**config.mk**
```make
export PLATFORM = sky130hd
export DESIGN_NAME = store_drain_buffer
export DESIGN_NICKNAME = d
export VERILOG_FILES = /design/src/rtl/sbuf_pkg.sv /design/src/rtl/sbuf_fifo.sv /design/src/rtl/sbuf_arbiter.sv /design/src/rtl/store_drain_buffer.sv
export SDC_FILE = /design/constraint.sdc
export NUM_CORES = 1
export LEC_CHECK = 0
export ABC_CLOCK_PERIOD_IN_PS = 24800
export BUFFER_PORTS_ARGS = -buffer_cell sky130_fd_sc_hd__buf_4
export CAP_MARGIN = 20
export CORE_ASPECT_RATIO = 0.75
export CORE_MARGIN = 1.5
export CORE_UTILIZATION = 35
export CTS_CLUSTER_SIZE = 28
export DETAILED_ROUTE_END_ITERATION = 16
export HOLD_SLACK_MARGIN = 0.12
export PLACE_DENSITY = 0.58
export SLEW_MARGIN = 20
export SYNTH_ARGS = -nofsm -noshare
export SYNTH_HDL_FRONTEND = slang
export SYNTH_SLANG_ARGS = --single-unit
```
**constraint.sdc**
```tcl
create_clock -name clk -period 24.8 [get_ports clk]
set_input_delay 0 -clock clk [delete_from_list [all_inputs] [get_ports clk]]
set_output_delay 0 -clock clk [all_outputs]
set_load 0.03 [all_outputs]
```
**src/rtl/sbuf_pkg.sv**
```systemverilog
package sbuf_pkg;

    parameter int SB_ADDR_W = 32;
    parameter int SB_DATA_W = 64;
    localparam int SB_MASK_W = SB_DATA_W / 8;

    typedef struct packed {
        logic [SB_ADDR_W-1:0] addr;
        logic [SB_DATA_W-1:0] data;
        logic [SB_MASK_W-1:0] mask;
    } sb_entry_t;

    typedef enum logic [1:0] {
        OWN_NONE  = 2'd0,
        OWN_LOAD  = 2'd1,
        OWN_STORE = 2'd2
    } port_owner_e;

    // Port ownership: stores yield to loads until the high-water level is hit.
    function automatic port_owner_e pick_owner(input logic have_store,
                                               input logic load_waiting,
                                               input logic above_mark);
        if (have_store && (!load_waiting || above_mark))
            return OWN_STORE;
        else if (load_waiting)
            return OWN_LOAD;
        else
            return OWN_NONE;
    endfunction

endpackage

```
**src/rtl/sbuf_fifo.sv**
```systemverilog
module sbuf_fifo
    import sbuf_pkg::*;
#(
    parameter int DEPTH = 8
) (
    input  logic                         clk,
    input  logic                         rst,
    input  logic                         push,
    input  sb_entry_t                    push_entry,
    input  logic                         pop,
    output sb_entry_t                    head_entry,
    output logic [$clog2(DEPTH+1)-1:0]   count,
    output logic                         full,
    output logic                         empty
);
    localparam int CNT_W = $clog2(DEPTH + 1);
    localparam int PTR_W = (DEPTH > 1) ? $clog2(DEPTH) : 1;
    localparam logic [PTR_W-1:0] LAST_PTR = PTR_W'(DEPTH - 1);
    localparam logic [CNT_W-1:0] FULL_CNT = CNT_W'(DEPTH);

    sb_entry_t          slots [DEPTH];
    logic [PTR_W-1:0]   wr_ptr;
    logic [PTR_W-1:0]   rd_ptr;

    assign full       = (count == FULL_CNT);
    assign empty      = (count == '0);
    assign head_entry = slots[rd_ptr];

    always_ff @(posedge clk) begin
        if (rst) begin
            wr_ptr <= '0;
            rd_ptr <= '0;
            count  <= '0;
        end else begin
            if (push) begin
                slots[wr_ptr] <= push_entry;
                wr_ptr <= (wr_ptr == LAST_PTR) ? '0 : wr_ptr + 1'b1;
            end
            if (pop)
                rd_ptr <= (rd_ptr == LAST_PTR) ? '0 : rd_ptr + 1'b1;
            case ({push, pop})
                2'b10:   count <= count + 1'b1;
                2'b01:   count <= count - 1'b1;
                default: count <= count;
            endcase
        end
    end

    a_r2_no_overflow: assert property (@(posedge clk) disable iff (rst)
        count <= FULL_CNT);
    a_r2_no_push_when_full: assert property (@(posedge clk) disable iff (rst)
        full |-> !push);
    a_r3_pop_only_nonempty: assert property (@(posedge clk) disable iff (rst)
        pop |-> !empty);
    a_r7_push_pop_hold: assert property (@(posedge clk) disable iff (rst)
        (push && pop) |=> count == $past(count));
    a_r8_push_counts_up: assert property (@(posedge clk) disable iff (rst)
        (push && !pop) |=> count == $past(count) + 1'b1);
    a_r8_pop_counts_down: assert property (@(posedge clk) disable iff (rst)
        (pop && !push) |=> count == $past(count) - 1'b1);

endmodule

```
**src/rtl/sbuf_arbiter.sv**
```systemverilog
module sbuf_arbiter
    import sbuf_pkg::*;
#(
    parameter int DEPTH      = 8,
    parameter int HIGH_WATER = 5
) (
    input  logic                         clk,
    input  logic                         rst,
    input  logic [$clog2(DEPTH+1)-1:0]   count,
    input  logic                         empty,
    input  logic                         ld_req,
    input  logic                         cache_ready,
    output port_owner_e                  owner,
    output logic                         pop,
    output logic                         ld_taken
);
    localparam int CNT_W = $clog2(DEPTH + 1);
    localparam logic [CNT_W-1:0] MARK_CNT = CNT_W'(HIGH_WATER);

    logic above_mark;

    assign above_mark = (count >= MARK_CNT);

    always_comb begin
        owner    = pick_owner(!empty, ld_req, above_mark);
        pop      = (owner == OWN_STORE) && cache_ready;
        ld_taken = (owner == OWN_LOAD) && cache_ready;
    end

    a_r5_load_blocked_above_mark: assert property (@(posedge clk) disable iff (rst)
        (ld_req && above_mark) |-> !ld_taken);
    a_r8_single_grant: assert property (@(posedge clk) disable iff (rst)
        !(pop && ld_taken));

endmodule

```
**src/rtl/store_drain_buffer.sv**
```systemverilog
module store_drain_buffer
    import sbuf_pkg::*;
#(
    parameter int DEPTH      = 8,
    parameter int HIGH_WATER = 5
) (
    input  logic                         clk,
    input  logic                         rst,
    input  logic                         st_valid,
    output logic                         st_ready,
    input  logic [SB_ADDR_W-1:0]         st_addr,
    input  logic [SB_DATA_W-1:0]         st_data,
    input  logic [SB_MASK_W-1:0]         st_mask,
    input  logic                         ld_req,
    input  logic [SB_ADDR_W-1:0]         ld_addr,
    output logic                         ld_taken,
    input  logic                         cache_ready,
    output logic                         req_valid,
    output logic                         req_store,
    output logic [SB_ADDR_W-1:0]         req_addr,
    output logic [SB_DATA_W-1:0]         req_data,
    output logic [SB_MASK_W-1:0]         req_mask,
    output logic [$clog2(DEPTH+1)-1:0]   occupancy
);
    localparam int CNT_W = $clog2(DEPTH + 1);
    localparam logic [CNT_W-1:0] MARK_CNT = CNT_W'(HIGH_WATER);

    sb_entry_t    in_entry;
    sb_entry_t    head_entry;
    logic         push;
    logic         pop;
    logic         full;
    logic         empty;
    port_owner_e  owner;

    // Captured straight from the core at the edge: no staging register.
    assign in_entry = '{addr: st_addr, data: st_data, mask: st_mask};
    assign st_ready = !full;
    assign push     = st_valid && !full;

    sbuf_fifo #(.DEPTH(DEPTH)) u_fifo (
        .clk        (clk),
        .rst        (rst),
        .push       (push),
        .push_entry (in_entry),
        .pop        (pop),
        .head_entry (head_entry),
        .count      (occupancy),
        .full       (full),
        .empty      (empty)
    );

    sbuf_arbiter #(.DEPTH(DEPTH), .HIGH_WATER(HIGH_WATER)) u_arb (
        .clk         (clk),
        .rst         (rst),
        .count       (occupancy),
        .empty       (empty),
        .ld_req      (ld_req),
        .cache_ready (cache_ready),
        .owner       (owner),
        .pop         (pop),
        .ld_taken    (ld_taken)
    );

    always_comb begin
        req_valid = (owner != OWN_NONE);
        req_store = (owner == OWN_STORE);
        if (owner == OWN_STORE) begin
            req_addr = head_entry.addr;
            req_data = head_entry.data;
            req_mask = head_entry.mask;
        end else begin
            req_addr = ld_addr;
            req_data = '0;
            req_mask = '0;
        end
    end

    a_r4_load_wins_below_mark: assert property (@(posedge clk) disable iff (rst)
        (ld_req && occupancy < MARK_CNT) |-> (req_valid && !req_store));
    a_r5_store_wins_above_mark: assert property (@(posedge clk) disable iff (rst)
        (ld_req && occupancy >= MARK_CNT) |-> (req_valid && req_store));
    a_r6_drain_when_idle: assert property (@(posedge clk) disable iff (rst)
        (!ld_req && occupancy != '0) |-> (req_valid && req_store));
    a_r9_stalled_store_held: assert property (@(posedge clk) disable iff (rst)
        (req_valid && req_store && !cache_ready) |=>
            (!req_store || req_addr == $past(req_addr)));
    a_r2_ready_tracks_room: assert property (@(posedge clk) disable iff (rst)
        (st_valid && !st_ready && !pop) |=> $stable(occupancy));

endmodule

```
# Word level (Yosys, flattened, before mapping)
# Memory sizes are Yosys's and may differ from the RTL's. A register that Yosys moved wholly into a read port is not among the register bits.
# Cells that the tools add are included.
# Widths: inputs -> output; s select.
dict set report totals {
  memories 1
  in_bits 141
  word_cells 40
  regBits 10
  ram_bits 832
}
# memory depth word_bits read_ports rd_ports_with_merged_regs write_ports line
set mem_list {}
lappend mem_list {u_fifo.slots 8 104 1 1 1 sbuf_fifo.sv:21} ;# sb_entry_t slots [DEPTH];
dict set report classes {
  muxes 13
  eq_ne 7
  reduce_logical 11
  order_cmp 1
  n_addsub 4
}
# operator count
set op_table {}
lappend op_table {{$mux 64} 1}
lappend op_table {{$mux 32} 1}
lappend op_table {{$mux 3} 4}
lappend op_table {{$mux 8} 1}
lappend op_table {{$pmux 4 s2} 1}
lappend op_table {{$add 3x1->3 const B} 2}
lappend op_table {{$eq 3x3->1 const B} 2}
lappend op_table {{$add 4x1->4 const B} 1}
lappend op_table {{$eq 2x1->1 const B} 2}
lappend op_table {{$eq 2x2->1 const B} 2}
lappend op_table {{$eq 4x4->1 const B} 1}
lappend op_table {{$ge 4x3->1 const B} 1}
lappend op_table {{$logic_and 1x1->1} 4}
lappend op_table {{$logic_not 4->1} 1}
lappend op_table {{$mux 1} 4}
lappend op_table {{$reduce_bool 2->1} 2}
lappend op_table {{$sub 4x1->4 const B} 1}
lappend op_table {{$logic_not 1->1} 3}
lappend op_table {{$mux 2} 1}
lappend op_table {{$logic_or 1x1->1} 1}

# Depth between registers and ports, before layout
dict set report logic_depth {
  ltp_word 8
  depth_mapped 11
  depth_no_buf 10
}

# By module
# A second synthesis with hierarchy kept.
dict set report unflattened {
  hier_cells 1407
  area_unflattened_um2 33450.8
}
# module seq_area_each_um2 area_each_um2 instances cells_per_inst
set modules_own_cells {}
lappend modules_own_cells {sbuf_fifo 25244.2 32281.0 1 1276}
lappend modules_own_cells {store_drain_buffer 0.0 1082.3 1 120}
lappend modules_own_cells {sbuf_arbiter 0.0 87.6 1 11}

# Worst setup path before layout
# No wires, ideal clock.
dict set report synth_path {
  path_kind {reg-to-reg}
  start {register u_fifo.count[1]}
  end {memory u_fifo.slots[0][0] in the netlist's numbering (enable)}
  setup_slack_ns 15.488
  synth_period_minus_slack_ns 9.312
  t_arrival_ns 8.618
  required_ns 24.106
  setup_ns 0.694
  n_path_buf 2
  stages_incl_launch_ff 7
  path_cell_list {dfxtp_1 buf_4 or4b_1 clkbuf_2 nand2_1 or3_1 nor3_1}
}
dict set report synth_via {
  elab_chain_cells 6
}
# item line
set synth_lines {}
lappend synth_lines {{from (decl)} sbuf_fifo.sv:12} ;# output logic [$clog2(DEPTH+1)-1:0] count,
lappend synth_lines {{from (signal assigned)} sbuf_fifo.sv:42} ;# 2'b10: count <= count + 1'b1;
lappend synth_lines {{from (signal assigned)} sbuf_fifo.sv:43} ;# 2'b01: count <= count - 1'b1;
lappend synth_lines {{from (signal assigned)} sbuf_fifo.sv:44} ;# default: count <= count;
lappend synth_lines {{$eq 4x4->1} sbuf_fifo.sv:25} ;# assign full = (count == FULL_CNT);
lappend synth_lines {{$logic_not 1->1} n/a}
lappend synth_lines {{net st_ready} store_drain_buffer.sv:10} ;# output logic st_ready,
lappend synth_lines {{$logic_and 1x1->1} store_drain_buffer.sv:39} ;# assign push = st_valid && !full;
lappend synth_lines {{$mux 1} sbuf_fifo.sv:35} ;# if (push) begin
lappend synth_lines {{$mux 1} sbuf_fifo.sv:30} ;# if (rst) begin
lappend synth_lines {{$mux 1 (not written as such)} sbuf_fifo.sv:36} ;# slots[wr_ptr] <= push_entry;
lappend synth_lines {{to (decl)} sbuf_fifo.sv:21}
# The timed path passes the listed nets, and every way through them passes these cells.

==> results_dict.tcl <==
set metrics [dict create \
    setup.worst_path.start_class "register" \
    grt_pass1_wl_um 110000 \
    placeableCoreArea_um2 91900 \
    nets 2082 \
    path_class "reg2out" \
    syn_area_per_cell_um2 21.6 \
    synth_top_cells_by_area "edfxtp_1, mux4_2, mux2i_1" \
    avgViaCountPerCell 4.99 \
    dieHeight_um 267 \
    maxSlewViolCount 0 \
    clockBufferDepth 3 \
    path_max_fanout 72 \
    drt-initial-drc-count 1128 \
    hpwl_um 40400 \
    maxCapViolations 0 \
    cts_sinks 845 \
    gp_congestion 0.704 \
    endpoint_kind "output port" \
    holdBufCountCts 138 \
    grt_max_degree 105 \
    fmax_mhz 225 \
    synth_edf_count 832 \
    synth_cell_types 40 \
    port_buffers 252 \
    yosysTopAreaCellShare 0.766 \
    cts_repair_resize_count 0 \
    power.leakage_nw 12.7 \
    vias 16093 \
    cts-root-buf "clkbuf_16" \
    yosysWarnings 0 \
    drtAntennaViolNets 0 \
    htree_levels 3 \
    die_area_um2 95100 \
    slew_headroom 0.262 \
    rsz0062_at_grt "no" \
    ios 253 \
    antenna_found_initial 9 \
    hold_path.class "in2reg" \
    areaGrowthSynthToFinish_pct 22.5 \
    drc 0 \
    holdPathEnd "u_fifo.slots[5][34]" \
    post_cts_buffers 0 \
    post-route-min-period_ps 4440 \
    grt_pass1_vias 16968 \
    worstPathArrival_ps 4440 \
    fin_skew_ps 18.8 \
    synth.most_common_cell "edfxtp_1" \
    routed_wl_um 74500 \
    syn-num-nets 1662 \
    drive_gt1_frac 0.312 \
    start_util 0.355 \
    multi_input_area_um2 6990 \
    die_w_um 356 \
    grt_remaining_overflow 0 \
    max_slew.worst_pin.slew_ps 1110 \
    vdd_drop_max_v 0.0000518 \
    synth_area_um2 32600 \
    synthCells 1514 \
    seq_area_um2 25300 \
    insertion_delay_ps 630 \
    p_per_area_nw_per_um2 90.0 \
    timing.rr.start "u_fifo.count[2]" \
    drt-pass1-iter-count 5 \
    hp-start "st_data[26]" \
    core.rowCount 96 \
    hold_viol 0 \
    r2r_slack_ps 20930 \
    yosysTopAreaCell "edfxtp_1" \
    ys_top_cells_by_count "edfxtp_1, mux4_2, mux2i_1" \
    final_cells 3228 \
    cp.required_ps 24800 \
    setup_viol 0 \
    hold_depth 2 \
    cts_tree "yes" \
    cts_buffers 82 \
    clk_pin_slew_worst_paths_ps 60 \
    timing.rr.end "u_fifo.slots[7][51]" \
    status "finished clean" \
    fin_crit_sh 0.179 \
    grtUsageTotal 0.157 \
    yosysSeqAreaShare 0.774 \
    tns_ps 0 \
    worstRegToRegCells 5 \
    detail_route.wl_per_cell_um 23.1 \
    ys.flop_type "edfxtp_1" \
    synth-seq-cells 845 \
    dp_cells 2935 \
    async_reset_ff_frac 0 \
    fill_cells 7988 \
]
-- layout by cell type, fill, tap and decap left out, types with 2 or more instances in the layout --
cell           instances
clkbuf_16             84
clkinv_8               3
a21oi_1                5
xor2_1                 3
clkbuf_1              18
mux2_1                29
buf_6                  3
clkinvlp_4             2
clkinv_1              19
nand2b_1               6
nand3_1                2
nor2_1                77
clkinv_2              10
nor2_4                 7
inv_6                  2
edfxtp_1             832
buf_4                274
nand2_1                9
diode_2                5
mux2i_1              139
mux2_2                68
a221oi_1              32
mux4_2               144
inv_1                  3
ha_1                   7
clkinv_4               3
dlygate4sd3_1        138
dfxtp_4                3
nor3_2                 2
bufinv_16              7
o22ai_1               33
or3_1                  3
buf_12                 2
dfxtp_1               10
-- registers in the layout, indices dropped and copies added (netlist names), named ones only --
name           count
u_fifo.rd_ptr      3
u_fifo.slots     832
u_fifo.count       4
u_fifo.wr_ptr      3
-- per-stage QoR --
| stage | power (mW) | utilization | setup WS [ps] | instance area (um^2) | hold slack (ps) |
|---|---|---|---|---|---|
| 2_1_floorplan | 2.17 | - | 15490 | 32600 | 98.9 |
| 3_3_place_gp | 2.40 | 0.391 | 20400 | 35900 | 230 |
| 3_5_place_dp | 2.41 | 0.391 | 20400 | 35900 | 236 |
| 4_1_cts | 3.65 | 0.434 | 19680 | 39900 | 120 |
| 5_1_grt | 3.74 | 0.435 | 19900 | 39900 | 125 |
| 6_report | 3.60 | 0.435 | 20360 | 40000 | 156 |
-- layout make-up --
cell class	instances	area share
antenna	5	0.000313
clock buffer	102	0.0543
clock inverter	46	0.0110
inverter	3	0.000282
multi-input combinational	584	0.175
sequential	845	0.632
tap	1225	0.0384
timing repair buffer	418	0.0886
-- logic make-up (layout without fill, tap and decap cells) --
logic type      count (synthesis)  in the layout  share of synthesized area
xor+xnor                        3              3                   0.000805
simple gates                  118            118                     0.0157
compound gates                 74             74                     0.0166
fa+ha+maj                       8              8                    0.00303
flops                         845            845                      0.774
other cells                     0              5                          0
mux                           381            381                      0.176
buf+inv                        85            569                     0.0142
-- layer usage --
| metal | up-vias | global-route usage | routed length, um |
|---|---|---|---|
| met5 | - | 0 | 77 |
| met4 | 12 | 0.0323 | 1040 |
| met3 | 83 | 0.0309 | 3630 |
| met2 | 387 | 0.260 | 36500 |
| met1 | 8490 | 0.214 | 33300 |
| li1 | 7121 | - | - |
-- worst max-delay path, cell delays in order (launching register included) --
cell      delay, ps
dfxtp_4         850
buf_6           680
buf_6           700
mux2_2          290
o22ai_1          90
a221oi_1        620
mux2_1          230
buf_4           160
-- report_power, final --
part	leakage, nW	switching [mW]	internal [mW]	total [mW]
sequential	7.62	0.0255	1.60	1.62
combinational	3.81	0.433	0.322	0.755
clock	1.27	0.523	0.696	1.22
-- worst max-delay path by stage --
stage	depth (start not counted)	endpoint	slack [ps]	from
3_3_place_gp	7	req_addr[20]	20400	register
4_1_cts	7	req_addr[18]	19680	register
3_5_place_dp	7	req_addr[18]	20400	register
5_1_grt	6	req_data[8]	19900	register
2_1_floorplan	6	u_fifo.slots[0][0]	15490	u_fifo.count[1]
6_report	7	req_addr[18]	20360	register
(Power assumes the default switching activity.)
